<file path="config.mk">
export PLATFORM = sky130hd
export DESIGN_NAME = tpb_transpose_buf
export DESIGN_NICKNAME = d
export VERILOG_FILES = /design/src/rtl/tpb_pkg.sv /design/src/rtl/tpb_wr_seq.sv /design/src/rtl/tpb_rd_seq.sv /design/src/rtl/tpb_bank_array.sv /design/src/rtl/tpb_transpose_buf.sv
export SDC_FILE = /design/constraint.sdc
export NUM_CORES = 1
export LEC_CHECK = 0
export CORE_MARGIN = 2
export CORE_UTILIZATION = 45
export DETAILED_ROUTE_END_ITERATION = 16
export GPL_TIMING_DRIVEN = 0
export HOLD_SLACK_MARGIN = 0.15
export PLACE_DENSITY = 0.66
export RECOVER_POWER = 25
export SYNTH_ARGS = -nofsm -noshare
export SYNTH_HDL_FRONTEND = slang
export SYNTH_SLANG_ARGS = --single-unit
</file>
<file path="constraint.sdc">
create_clock -name clk -period 2.5 [get_ports clk]
set_input_delay 0.5 -clock clk [delete_from_list [all_inputs] [get_ports clk]]
set_output_delay 0.5 -clock clk [all_outputs]
set_load 0.1 [all_outputs]
</file>
<file path="src/rtl/tpb_pkg.sv">
package tpb_pkg;
   // width needed to count 0..n-1, never below one bit
   function automatic int bits_for(input int n);
      return (n > 1) ? $clog2(n) : 1;
   endfunction
endpackage

</file>
<file path="src/rtl/tpb_wr_seq.sv">
module tpb_wr_seq #(
   parameter int BANK_ROWS = 6,
   parameter int VROWS     = 2,
   parameter int VCOLS     = 2,
   parameter int AW        = 2,
   localparam int BRW = tpb_pkg::bits_for(BANK_ROWS),
   localparam int VRW = tpb_pkg::bits_for(VROWS),
   localparam int VCW = tpb_pkg::bits_for(VCOLS)
) (
   input  logic                 clk,
   input  logic                 rst_n,
   input  logic                 accept_i,
   output logic [BANK_ROWS-1:0] bank_en_o,
   output logic [AW-1:0]        addr_o,
   output logic                 last_o
);
   // bit order inside a column: virtual row fastest, then bank-row
   logic [VRW-1:0] vrow_q;
   logic [BRW-1:0] brow_q;
   logic [VCW-1:0] vcol_q;

   wire vrow_end = (vrow_q == VRW'(VROWS-1));
   wire brow_end = (brow_q == BRW'(BANK_ROWS-1));
   wire vcol_end = (vcol_q == VCW'(VCOLS-1));

   always_ff @(posedge clk) begin
      if (!rst_n) begin
         vrow_q <= '0;
         brow_q <= '0;
         vcol_q <= '0;
      end else if (accept_i) begin
         vrow_q <= vrow_end ? '0 : vrow_q + 1'b1;
         if (vrow_end) begin
            brow_q <= brow_end ? '0 : brow_q + 1'b1;
            if (brow_end)
               vcol_q <= vcol_end ? '0 : vcol_q + 1'b1;
         end
      end
   end

   assign addr_o = AW'(int'(vrow_q) * VCOLS + int'(vcol_q));
   assign last_o = accept_i & vrow_end & brow_end & vcol_end;

   for (genvar br = 0; br < BANK_ROWS; br++) begin : g_en
      assign bank_en_o[br] = accept_i & (brow_q == BRW'(br));
   end
endmodule

</file>
<file path="src/rtl/tpb_rd_seq.sv">
module tpb_rd_seq #(
   parameter int VROWS = 2,
   parameter int VCOLS = 2,
   parameter int AW    = 2,
   localparam int VRW = tpb_pkg::bits_for(VROWS),
   localparam int VCW = tpb_pkg::bits_for(VCOLS)
) (
   input  logic           clk,
   input  logic           rst_n,
   input  logic           issue_i,
   output logic [AW-1:0]  addr_o,
   output logic [VRW-1:0] vrow_o,
   output logic [VCW-1:0] vcol_o,
   output logic           last_o
);
   logic [VRW-1:0] vrow_q;
   logic [VCW-1:0] vcol_q;

   wire vcol_end = (vcol_q == VCW'(VCOLS-1));
   wire vrow_end = (vrow_q == VRW'(VROWS-1));

   always_ff @(posedge clk) begin
      if (!rst_n) begin
         vrow_q <= '0;
         vcol_q <= '0;
      end else if (issue_i) begin
         vcol_q <= vcol_end ? '0 : vcol_q + 1'b1;
         if (vcol_end)
            vrow_q <= vrow_end ? '0 : vrow_q + 1'b1;
      end
   end

   assign addr_o = AW'(int'(vrow_q) * VCOLS + int'(vcol_q));
   assign vrow_o = vrow_q;
   assign vcol_o = vcol_q;
   assign last_o = issue_i & vcol_end & vrow_end;
endmodule

</file>
<file path="src/rtl/tpb_bank_array.sv">
module tpb_bank_array #(
   parameter int BANK_ROWS = 6,
   parameter int BANK_COLS = 9,
   parameter int DEPTH     = 4,
   parameter int AW        = 2
) (
   input  logic                           clk,
   input  logic [BANK_ROWS-1:0]           wr_bank_en_i,
   input  logic [AW-1:0]                  wr_addr_i,
   input  logic [BANK_COLS-1:0]           wr_bits_i,
   input  logic                           rd_en_i,
   input  logic [AW-1:0]                  rd_addr_i,
   output logic [BANK_ROWS*BANK_COLS-1:0] rd_bits_o
);
   for (genvar br = 0; br < BANK_ROWS; br++) begin : g_brow
      for (genvar bc = 0; bc < BANK_COLS; bc++) begin : g_bcol
         logic mem [DEPTH];
         logic q;
         always_ff @(posedge clk) begin
            if (wr_bank_en_i[br])
               mem[wr_addr_i] <= wr_bits_i[bc];
            if (rd_en_i)
               q <= mem[rd_addr_i];
         end
         assign rd_bits_o[br*BANK_COLS + bc] = q;
      end
   end
endmodule

</file>
<file path="src/rtl/tpb_transpose_buf.sv">
module tpb_transpose_buf #(
   parameter int NUM_ROWS  = 12,
   parameter int INFO_COLS = 18,
   parameter int BANK_ROWS = 6,
   parameter int BANK_COLS = 9,
   localparam int VROWS = NUM_ROWS / BANK_ROWS,
   localparam int VCOLS = INFO_COLS / BANK_COLS,
   localparam int DEPTH = VROWS * VCOLS,
   localparam int AW    = tpb_pkg::bits_for(DEPTH),
   localparam int VRW   = tpb_pkg::bits_for(VROWS),
   localparam int VCW   = tpb_pkg::bits_for(VCOLS)
) (
   input  logic                           clk,
   input  logic                           rst_n,
   input  logic                           wr_valid,
   input  logic [BANK_COLS-1:0]           wr_data,
   output logic                           wr_ready,
   output logic [BANK_ROWS-1:0]           wr_bank_en,
   output logic [AW-1:0]                  wr_addr,
   output logic                           blk_full,
   input  logic                           rd_en,
   output logic [AW-1:0]                  rd_addr,
   output logic                           rd_valid,
   output logic [VRW-1:0]                 rd_vrow,
   output logic [VCW-1:0]                 rd_vcol,
   output logic [BANK_ROWS*BANK_COLS-1:0] rd_data
);
   if (NUM_ROWS % BANK_ROWS != 0) begin : g_bad_rows
      $error("NUM_ROWS must be a multiple of BANK_ROWS");
   end
   if (INFO_COLS % BANK_COLS != 0) begin : g_bad_cols
      $error("INFO_COLS must be a multiple of BANK_COLS");
   end
   if (BANK_ROWS < 1 || BANK_COLS < 1 || VROWS < 1 || VCOLS < 1) begin : g_bad_size
      $error("bank grid and bank depth must be non-empty");
   end

   logic           full_q;
   logic           accept, wr_last;
   logic           issue, rd_last;
   logic [VRW-1:0] seq_vrow;
   logic [VCW-1:0] seq_vcol;
   logic           valid_q;
   logic [VRW-1:0] vrow_q;
   logic [VCW-1:0] vcol_q;

   assign wr_ready = ~full_q;
   assign accept   = wr_valid & ~full_q;
   assign issue    = rd_en & full_q;

   tpb_wr_seq #(
      .BANK_ROWS(BANK_ROWS), .VROWS(VROWS), .VCOLS(VCOLS), .AW(AW)
   ) u_wr (
      .clk(clk), .rst_n(rst_n), .accept_i(accept),
      .bank_en_o(wr_bank_en), .addr_o(wr_addr), .last_o(wr_last)
   );

   tpb_rd_seq #(
      .VROWS(VROWS), .VCOLS(VCOLS), .AW(AW)
   ) u_rd (
      .clk(clk), .rst_n(rst_n), .issue_i(issue),
      .addr_o(rd_addr), .vrow_o(seq_vrow), .vcol_o(seq_vcol), .last_o(rd_last)
   );

   tpb_bank_array #(
      .BANK_ROWS(BANK_ROWS), .BANK_COLS(BANK_COLS), .DEPTH(DEPTH), .AW(AW)
   ) u_banks (
      .clk(clk), .wr_bank_en_i(wr_bank_en), .wr_addr_i(wr_addr), .wr_bits_i(wr_data),
      .rd_en_i(issue), .rd_addr_i(rd_addr), .rd_bits_o(rd_data)
   );

   always_ff @(posedge clk) begin
      if (!rst_n) begin
         full_q  <= 1'b0;
         valid_q <= 1'b0;
         vrow_q  <= '0;
         vcol_q  <= '0;
      end else begin
         if (wr_last)
            full_q <= 1'b1;
         else if (rd_last)
            full_q <= 1'b0;
         valid_q <= issue;
         if (issue) begin
            vrow_q <= seq_vrow;
            vcol_q <= seq_vcol;
         end
      end
   end

   assign blk_full = full_q;
   assign rd_valid = valid_q;
   assign rd_vrow  = vrow_q;
   assign rd_vcol  = vcol_q;
endmodule

</file>
==> results.json, run 1 <==
{
  "status": "finished, final reports clean",
  "ir_drop_v": 0.000464,
  "setup_viol_count_final": 0,
  "fp.dieH_um": 157,
  "cts_buffer_depth": 3,
  "grt_start_max_net_pins": 55,
  "grt_first_pass_wirelength_mm": 29.3,
  "vias_per_cell": 5.12,
  "wl_met3_mm": 1.15,
  "row_count": 55,
  "drcViolationCount": 0,
  "syn_area_sq_um": 10500,
  "relSlewSlack_pct": 22.7,
  "drt-total-wl_mm": 19.8,
  "cts_htree_levels": 1,
  "synth.distinct_cells": 29,
  "clkTransAtPathRegs_ps": 60,
  "clock.fmax_mhz": 415,
  "syn_inst": 493,
  "post-route-period-util_pct": 96.4,
  "path_cells": "clkdlybuf4s50_1, nor2b_1, clkbuf_4, nand3_1, inv_2, buf_8",
  "worst_setup_path_end_kind": "output port",
  "power_mw": 9.86,
  "worst_pin_slew_ps": 1160,
  "critical_path_buf_inv_count": 4,
  "postSynthNetCount": 507,
  "hp-class": "flop to flop",
  "cts-root-buf": "clkbuf_16",
  "met2WireLength_mm": 9.93,
  "core-area_sq_um": 22800,
  "ys_ff_latch": 281,
  "pre_cts_ws_ps": -992,
  "final_util_pct": 55.7,
  "post_drt_wl_per_cell_um": 21.2,
  "die_area_sq_um": 24600,
  "power.leakage_nw": 4.26,
  "cap_violations": 0,
  "fin_nets": 617,
  "yosys_warnings": 0,
  "internal-power_mw": 8.03,
  "area_growth_pct": 20.5,
  "finalNonFillerCells": 936,
  "grtUsageTotal_pct": 16.4,
  "cts_tree": "done",
  "p_per_area_nw_per_um2": 777,
  "cts_made_buffers": 26,
  "highest_layer": "met4",
  "start_util_pct": 46.2,
  "diodes": 0,
  "syn_area_per_cell_sq_um": 21.3,
  "worstSkewPairLatency_ps": 530,
  "antenna_found_initial": 0,
  "critPathLaunchType": "input port",
  "finalMaxSlewViolations": 0,
  "hold_buffers": 0,
  "crit_required_ps": 2000,
  "fin_worst_skew_ps": 13.7,
  "power_switching_mw": 1.82,
  "grt_pass1_vias": 4938,
  "p_clk_share_pct": 45.3,
  "path_max_fanout": 7,
  "final_antenna_net_count": 0,
  "hold_violations": 0,
  "slowest_delay_ps": 540,
  "cts_sinks": 281,
  "gp_congestion": 0.804,
  "path_class": "input port to output port",
  "first_pass_iters": 4,
  "gr-total-overflow": 0,
  "power_frac_seq_pct": 52.7,
  "cp_top_family": "buffers and inverters",
  "drt_iter0_markers": 390,
  "worst-endpoint-arrival_ps": 1910,
  "rsz0062_at_grt": "false",
  "slowest_stage": "clkdlybuf4s50_1",
  "vias": 4794,
  "fin_ws_ps": 89.0,
  "sw_frac_of_total_pct": 18.5,
  "place_inst": 887,
  "drive_above_1_share_pct": 29.9,
  "hpwl_mm": 11.8,
  "min_period_ps": 2410,
  "yosysSeqAreaShare_pct": 79.1,
  "m1WireLength_mm": 8.28,
  "comb_power_share_pct": 2.0,
  "portBuffers": 81,
  "die_width_um": 157,
  "io-pin-count": 82
}
[placed cells by master, fill, tap and decap left out, types with 2 or more instances in the layout]
master and instances:
nand3_1 5, dlygate4sd2_1 61, a21boi_0 2, xnor2_1 3, clkbuf_16 27, edfxtp_1 270
and2_1 5, mux2i_1 2, clkbuf_2 2, clkinv_2 6, mux4_2 54, bufinv_16 8
nand2b_1 3, clkdlybuf4s50_1 12, clkbuf_1 6, buf_8 4, clkinv_1 2, buf_2 6
inv_1 5, nor2b_1 3, buf_6 6, buf_4 61, clkinvlp_4 4, nand3b_1 2
inv_2 2, nand2_1 10, dfxtp_1 11, nor2_1 26
[power groups by stage]
stage,clock [mW],sequential [mW],combinational (mW)
after CTS,4.53,5.19,0.201
after floorplan,0,5.29,0.0926
after detailed placement,0,5.29,0.202
after global placement,0,5.29,0.194
after global routing,4.71,5.19,0.217
final,4.46,5.19,0.202
[path summary, 6_finish.rpt]
check	start	endpoint	slack (ps)	cells past startpoint
hold / removal	rd_vrow$_SDFFE_PN0N_	rd_vrow$_SDFFE_PN0N_	480	2
hold reg to reg	rd_vrow$_SDFFE_PN0N_	rd_vrow$_SDFFE_PN0N_	480	2
setup reg to reg	blk_full$_SDFFE_PN0P_	u_banks.g_brow[2].g_bcol[0].mem[2]$_DFFE_PP_	240	5
setup / recovery	wr_valid	wr_bank_en[5]	90	6
[routing by layer]
| layer | GRT usage (%) | vias up |
|---|---|---|
| met1 | 22.4 | 2483 |
| met4 | 4.94 | 0 |
| met5 | 0 | - |
| li1 | - | 2106 |
| met2 | 27.6 | 167 |
| met3 | 2.29 | 38 |
[what timing repair did]
item / CTS / global route
resized for setup: 106 / 17
pin swaps: 0 / 1
setup endpoints to repair: 123 / 62
cloned: 0 / 1
buffers inserted: 0 / 1
[worst reg2reg max path: stages (launching register included)]
cell,delay (ps)
dfxtp_1,310
buf_2,190
nor3b_4,250
nand3b_1,240
buf_4,220
nor2_1,660
[stage by stage]
step | area [sq um] | hold WS (ps) | TNS [ps]
after floorplan | 10500 | 493 | 0
after CTS | 12600 | 485 | -58.2
after detailed placement | 11700 | 480 | -78510
after global placement | 11700 | 472 | -65940
final | 12700 | 484 | 0
after global routing | 12700 | 507 | 0
[sequential cells by signal, summed over array words and instances (netlist names)]
name                       count
rd_vrow                        1
u_banks.g_brow.g_bcol.mem    216
u_wr.brow_q                    3
rd_valid                       1
u_rd.vcol_o                    1
u_wr.vcol_end                  1
rd_vcol                        1
blk_full                       1
u_wr.vrow_end                  1
u_banks.g_brow.g_bcol.q       54
u_rd.vrow_o                    1
[cell type report]
| class | count | area (sq um) |
|---|---|---|
| timing repair inverter | 1 | 7.51 |
| buffer | 75 | 548 |
| tap | 313 | 392 |
| inverter | 9 | 41.3 |
| timing repair buffer | 82 | 754 |
| sequential | 281 | 8330 |
| clock inverter | 18 | 294 |
| fill | 1727 | 10100 |
| clock buffer | 30 | 687 |
| multi-input combinational | 127 | 1630 |
[synth_stat cells (all sizes together)]
master,count,area [sq um]
a211o,1,8.76
a21boi,3,22.5
a32oi,1,8.76
and2,5,31.3
and3,1,6.26
and4b,1,10.0
buf,71,529
clkbuf,5,18.8
dfxtp,11,220
edfxtp,270,8110
ha,1,12.5
inv,9,33.8
mux2i,2,20.0
mux4,54,1220
nand2,11,41.3
nand2b,3,18.8
nand3,6,30.0
nand3b,2,15.0
nand4,1,6.26
nor2,26,97.6
nor2b,3,18.8
nor3b,1,7.51
or2,1,6.26
xnor2,3,26.3
xor2,1,8.76
[cell families after synthesis]
kind of cell | after synthesis | synth area share [%]
AOI/OAI and AO/OA | 5 | 0.381
xor gates and xnor gates | 4 | 0.333
adders and majority gates | 1 | 0.119
buffers and inverters | 85 | 5.53
DFF | 281 | 79.1
muxes | 56 | 11.7
and+or+nand+nor | 61 | 2.75
Power figures use the tool's default switching activity.
==> run 2, diff against run 1 <==
--- a/config.mk
+++ b/config.mk
@@ -12,6 +12,7 @@
 export HOLD_SLACK_MARGIN = 0.15
 export PLACE_DENSITY = 0.66
 export RECOVER_POWER = 25
+export SLEW_MARGIN = 20
 export SYNTH_ARGS = -nofsm -noshare
 export SYNTH_HDL_FRONTEND = slang
 export SYNTH_SLANG_ARGS = --single-unit
==> results.json, run 2 (synthesis gave the netlist of run 1 again) <==
{
  "portBuffers": 81,
  "multiInputGateArea_sq_um": 1630,
  "drt-total-wl_mm": 19.3,
  "drive_above_1_share_pct": 28.2,
  "first_pass_iters": 4,
  "worst_setup_path_end_kind": "output port",
  "nFillCells": 1741,
  "final_common_cell": "edfxtp_1",
  "hpwl_mm": 11.9,
  "postLayoutCellArea_sq_um": 12500,
  "die_area_sq_um": 24600,
  "gp_congestion": 0.804,
  "antenna_found_initial": 0,
  "worstSkewPairLatency_ps": 530,
  "largest_reg_flops": 216,
  "post_drt_wl_per_cell_um": 20.6,
  "worst-endpoint-arrival_ps": 1950,
  "hp-class": "flop to flop",
  "core-area_sq_um": 22800,
  "pre_cts_ws_ps": -993,
  "vias": 4700,
  "crit_required_ps": 2000,
  "finalMaxSlewViolations": 0,
  "min_period_ps": 2450,
  "hold_violations": 0,
  "gr-total-overflow": 0,
  "vias_per_cell": 5.01,
  "final_cell_mix": "edfxtp_1 (270), dlygate4sd2_1 (61), buf_4 (60), mux4_2 (54), clkbuf_16 (27)",
  "fin_nets": 618,
  "hold_buffers": 0,
  "grt_pass1_vias": 4828,
  "critPathLaunchType": "input port",
  "path_class": "input port to output port",
  "status": "finished, final reports clean",
  "reg_top3": "u_banks.g_brow.g_bcol.mem x216, u_banks.g_brow.g_bcol.q x54, u_wr.brow_q x3",
  "setup_viol_count_final": 0,
  "fp.dieH_um": 157,
  "start_util_pct": 46.2,
  "io-pin-count": 82,
  "worst_pin_slew_ps": 1380,
  "final_antenna_net_count": 0,
  "cts_buffer_depth": 3,
  "place_area_sq_um": 11800,
  "cts_sinks": 281,
  "slowest_stage": "clkdlybuf4s50_1",
  "register_area_sq_um": 8330,
  "slowest_delay_ps": 560,
  "drcViolationCount": 0,
  "regMostFlops": "u_banks.g_brow.g_bcol.mem",
  "grtUsageTotal_pct": 16.0,
  "fin_worst_skew_ps": 11.7,
  "fin_ws_ps": 51.4,
  "path_max_fanout": 5,
  "postCtsSetupBuffers": 0,
  "diodes": 0,
  "drt_iter0_markers": 349,
  "cap_violations": 0,
  "cts_made_buffers": 27,
  "clock.fmax_mhz": 408,
  "grt_first_pass_wirelength_mm": 28.7,
  "die_width_um": 157,
  "p_per_area_nw_per_um2": 723,
  "power.leakage_nw": 4.18,
  "clkTransAtPathRegs_ps": 60,
  "rsz0062_at_grt": "true",
  "grt_start_max_net_pins": 28,
  "post-route-period-util_pct": 97.9,
  "cts-root-buf": "clkbuf_16",
  "ir_drop_v": 0.000471,
  "relSlewSlack_pct": 8.25,
  "row_count": 55,
  "area_growth_pct": 18.8,
  "cts_tree": "done",
  "cts_htree_levels": 1,
  "path_cells": "clkdlybuf4s50_1, nor3b_4, nand3b_1, clkinvlp_4, buf_8"
}
## run 2: area by class of cell
| cell class | count | share of cell area (%) |
|---|---|---|
| clock buffers | 35 | 5.80 |
| flip-flops and latches | 281 | 66.6 |
| inverters | 9 | 0.310 |
| plain buffers | 75 | 4.30 |
| clock inverters | 15 | 0.550 |
| well taps | 313 | 3.13 |
| multi-input cells | 127 | 13.0 |
| repair buffers | 83 | 6.25 |
## run 2: what timing repair did
item	in CTS	in global routing
gates resized for setup	104	14
endpoints found under the hold margin	0	0
setup endpoints to repair	69	8
pin swaps	0	2
## run 2: metrics by stage
stage / total power, mW / hold WS [ps] / utilization [%] / TNS, ps / std cells
detailed placement: 5.49 / 476 / 51.7 / -53160 / 889
global placement: 5.48 / 472 / 51.5 / -65940 / 887
CTS: 9.11 / 483 / 54.8 / -25.7 / 939
floorplan: 5.38 / 493 / - / 0 / 493
finish: 9.04 / 486 / 54.9 / 0 / 938
global route: 9.31 / 508 / 54.9 / -10.1 / 938
## run 2: path summary, 6_finish.rpt
path / end / startpoint / slack (ps) / depth (start not counted)
max: wr_bank_en[2] / wr_valid / 50 / 5
min: rd_vrow$_SDFFE_PN0N_ / rd_vrow$_SDFFE_PN0N_ / 490 / 2
max reg2reg: u_banks.g_brow[4].g_bcol[6].q$_DFFE_PN_ / u_rd.vcol_o$_SDFFE_PN0N_ / 280 / 3
min reg2reg: rd_vrow$_SDFFE_PN0N_ / rd_vrow$_SDFFE_PN0N_ / 490 / 2
## run 2: power breakdown
group	internal (mW)	total, mW	switching, mW
logic	0.0531	0.198	0.145
registers	5.18	5.19	0.00979
clock network	2.04	3.65	1.61
## run 2: critical path, delay by kind of cell
kind	cells	cell delay, ps
buf+inv	3	920
simple gates	2	530
## run 2: metal layers
metal / share of wire, % / up-vias / global-route usage, % / wire length, um
li1: - / 2112 / - / -
met1: 42 / 2424 / 22.2 / 8170
met2: 50 / 140 / 26.6 / 9680
met3: 5.8 / 24 / 2.73 / 1110
met4: 1.7 / 0 / 4.63 / 335
met5: 0 / - / 0 / 0
==> run 3, diff against run 2 <==
--- a/config.mk
+++ b/config.mk
@@ -5,7 +5,7 @@
 export SDC_FILE = /design/constraint.sdc
 export NUM_CORES = 1
 export LEC_CHECK = 0
-export CORE_MARGIN = 2
+export CORE_MARGIN = 3
 export CORE_UTILIZATION = 45
 export DETAILED_ROUTE_END_ITERATION = 16
 export GPL_TIMING_DRIVEN = 0
==> constraint.sdc (replaced) <==
create_clock -name clk -period 2.26 [get_ports clk]
set_input_delay 0.452 -clock clk [delete_from_list [all_inputs] [get_ports clk]]
set_output_delay 0.452 -clock clk [all_outputs]
set_load 0.1 [all_outputs]
==> results.json, run 3 (synthesis gave the netlist of run 1 again) <==
{
  "pre_cts_ws_ps": -1140,
  "relSlewSlack_pct": 29.4,
  "final_util_pct": 55.7,
  "fin_nets": 619,
  "clock.fmax_mhz": 445,
  "m1WireLength_mm": 8.24,
  "critPathLaunchType": "flop",
  "gp_congestion": 0.743,
  "path_max_fanout": 1,
  "antenna_found_initial": 0,
  "post-route-period-util_pct": 99.5,
  "drt_iter0_markers": 345,
  "cts_htree_levels": 1,
  "first_pass_iters": 5,
  "core-area_sq_um": 22800,
  "p_per_area_nw_per_um2": 797,
  "row_count": 55,
  "fin_ws_ps": 11.6,
  "regMostFlops": "u_banks.g_brow.g_bcol.mem",
  "hold_ws_ps": 448,
  "die_area_sq_um": 25300,
  "r2r_end": "u_banks.g_brow[5].g_bcol[6].mem[2]$_DFFE_PP_",
  "cts-root-buf": "clkbuf_16",
  "cts_sinks": 281,
  "r2r.worst_path.cells": 5,
  "crit_required_ps": 1810,
  "worst_setup_path_end_kind": "output port",
  "vias_per_cell": 5.01,
  "place_area_sq_um": 11800,
  "clkTransAtPathRegs_ps": 60,
  "path_class": "flop to output port",
  "portBuffers": 81,
  "fin_worst_skew_ps": 12.0,
  "fp.dieH_um": 159,
  "die_width_um": 159,
  "fin_tns_setup_ps": 0,
  "power.leakage_nw": 4.18,
  "drive_above_1_share_pct": 32.6,
  "reg_top3": "u_banks.g_brow.g_bcol.mem x216, u_banks.g_brow.g_bcol.q x54, u_wr.brow_q x3",
  "r2r_setup_slack_ps": 120,
  "finalMaxSlewViolations": 0,
  "highest_layer": "met4",
  "min_period_ps": 2250,
  "cp-endpoint": "rd_data[1]",
  "hpwl_mm": 11.9,
  "ir_drop_v": 0.000482,
  "cts_made_buffers": 26,
  "crit_start": "u_banks.g_brow[0].g_bcol[1].q$_DFFE_PN_",
  "hold_violations": 0,
  "r2r_start": "blk_full$_SDFFE_PN0P_",
  "drt-total-wl_mm": 19.3,
  "met2WireLength_mm": 9.61,
  "drcViolationCount": 0,
  "vias": 4684,
  "largest_reg_flops": 216,
  "final_antenna_net_count": 0,
  "gr-total-overflow": 0,
  "io-pin-count": 82,
  "cap_violations": 0,
  "cts_buffer_depth": 3,
  "final_common_cell": "edfxtp_1",
  "worstSkewPairLatency_ps": 520,
  "grt_pass1_vias": 4898,
  "hp-class": "input port to flop",
  "wl_met3_mm": 1.13,
  "nFillCells": 1706,
  "post_drt_wl_per_cell_um": 20.6,
  "grt_start_max_net_pins": 31,
  "start_util_pct": 46.2,
  "final_cell_mix": "edfxtp_1 (270), buf_4 (63), mux4_2 (54), clkdlybuf4s15_1 (40), clkbuf_16 (27)",
  "worst_pin_slew_ps": 1060,
  "diodes": 0,
  "cts_tree": "done",
  "status": "finished, final reports clean",
  "setup_viol_count_final": 0,
  "postLayoutCellArea_sq_um": 12700,
  "hold_buffers": 0,
  "grtUsageTotal_pct": 15.4,
  "area_growth_pct": 20.6,
  "worst-endpoint-arrival_ps": 1800,
  "grt_first_pass_wirelength_mm": 29.3,
  "rsz0062_at_grt": "false"
}
-- run 3: layout make-up --
cell class	count	area (sq um)	area share, %
buffer	75	552	4.35
clock buffer	30	687	5.41
clock inverter	15	125	0.986
inverter	9	43.8	0.345
multi-input combinational	127	1670	13.2
sequential	281	8330	65.6
tap	313	392	3.09
timing repair buffer	85	891	7.02
-- run 3: repair_timing --
| item | CTS | global route |
|---|---|---|
| setup buffers | 2 | 1 |
| gates cloned | 0 | 0 |
| pin swaps | 1 | 1 |
| resized for setup | 154 | 56 |
| setup endpoints to repair | 168 | 54 |
-- run 3: worst max-delay path, stage by stage (launching register included) --
cell	delay [ps]
edfxtp_1	350
buf_4	100
clkdlybuf4s15_1	820
-- run 3: how the worst min path moves through the flow --
stage | slack [ps] | cells past startpoint | from | to
floorplan | 490 | 2 | u_wr.brow_q[1]$_SDFFE_PN0P_ | u_wr.brow_q[1]$_SDFFE_PN0P_
global route | 500 | 4 | wr_valid | u_wr.brow_q[2]$_SDFFE_PN0P_
finish | 450 | 4 | wr_valid | u_wr.brow_q[2]$_SDFFE_PN0P_
CTS | 480 | 2 | rd_vcol$_SDFFE_PN0N_ | rd_vcol$_SDFFE_PN0N_
global placement | 470 | 2 | rd_vcol$_SDFFE_PN0N_ | rd_vcol$_SDFFE_PN0N_
detailed placement | 470 | 2 | rd_vcol$_SDFFE_PN0N_ | rd_vcol$_SDFFE_PN0N_
-- run 3: through the flow --
stage	cells	power, mW
4_1_cts	934	10.2
2_1_floorplan	493	5.95
5_1_grt	935	10.4
3_3_place_gp	887	6.06
3_5_place_dp	888	6.07
6_report	935	10.1
-- run 3: where the power goes --
group	switching (mW)	total (mW)	leakage [nW]	internal, mW
registers	0.0112	5.74	2.52	5.73
clock network	1.74	4.14	0.401	2.39
logic	0.166	0.237	1.26	0.0705
-- run 3: metal layers --
| metal | vias to the layer above | track usage [%] |
|---|---|---|
| met5 | - | 0 |
| met3 | 27 | 3.57 |
| met1 | 2411 | 21.0 |
| met4 | 0 | 3.42 |
| li1 | 2110 | - |
| met2 | 136 | 25.7 |
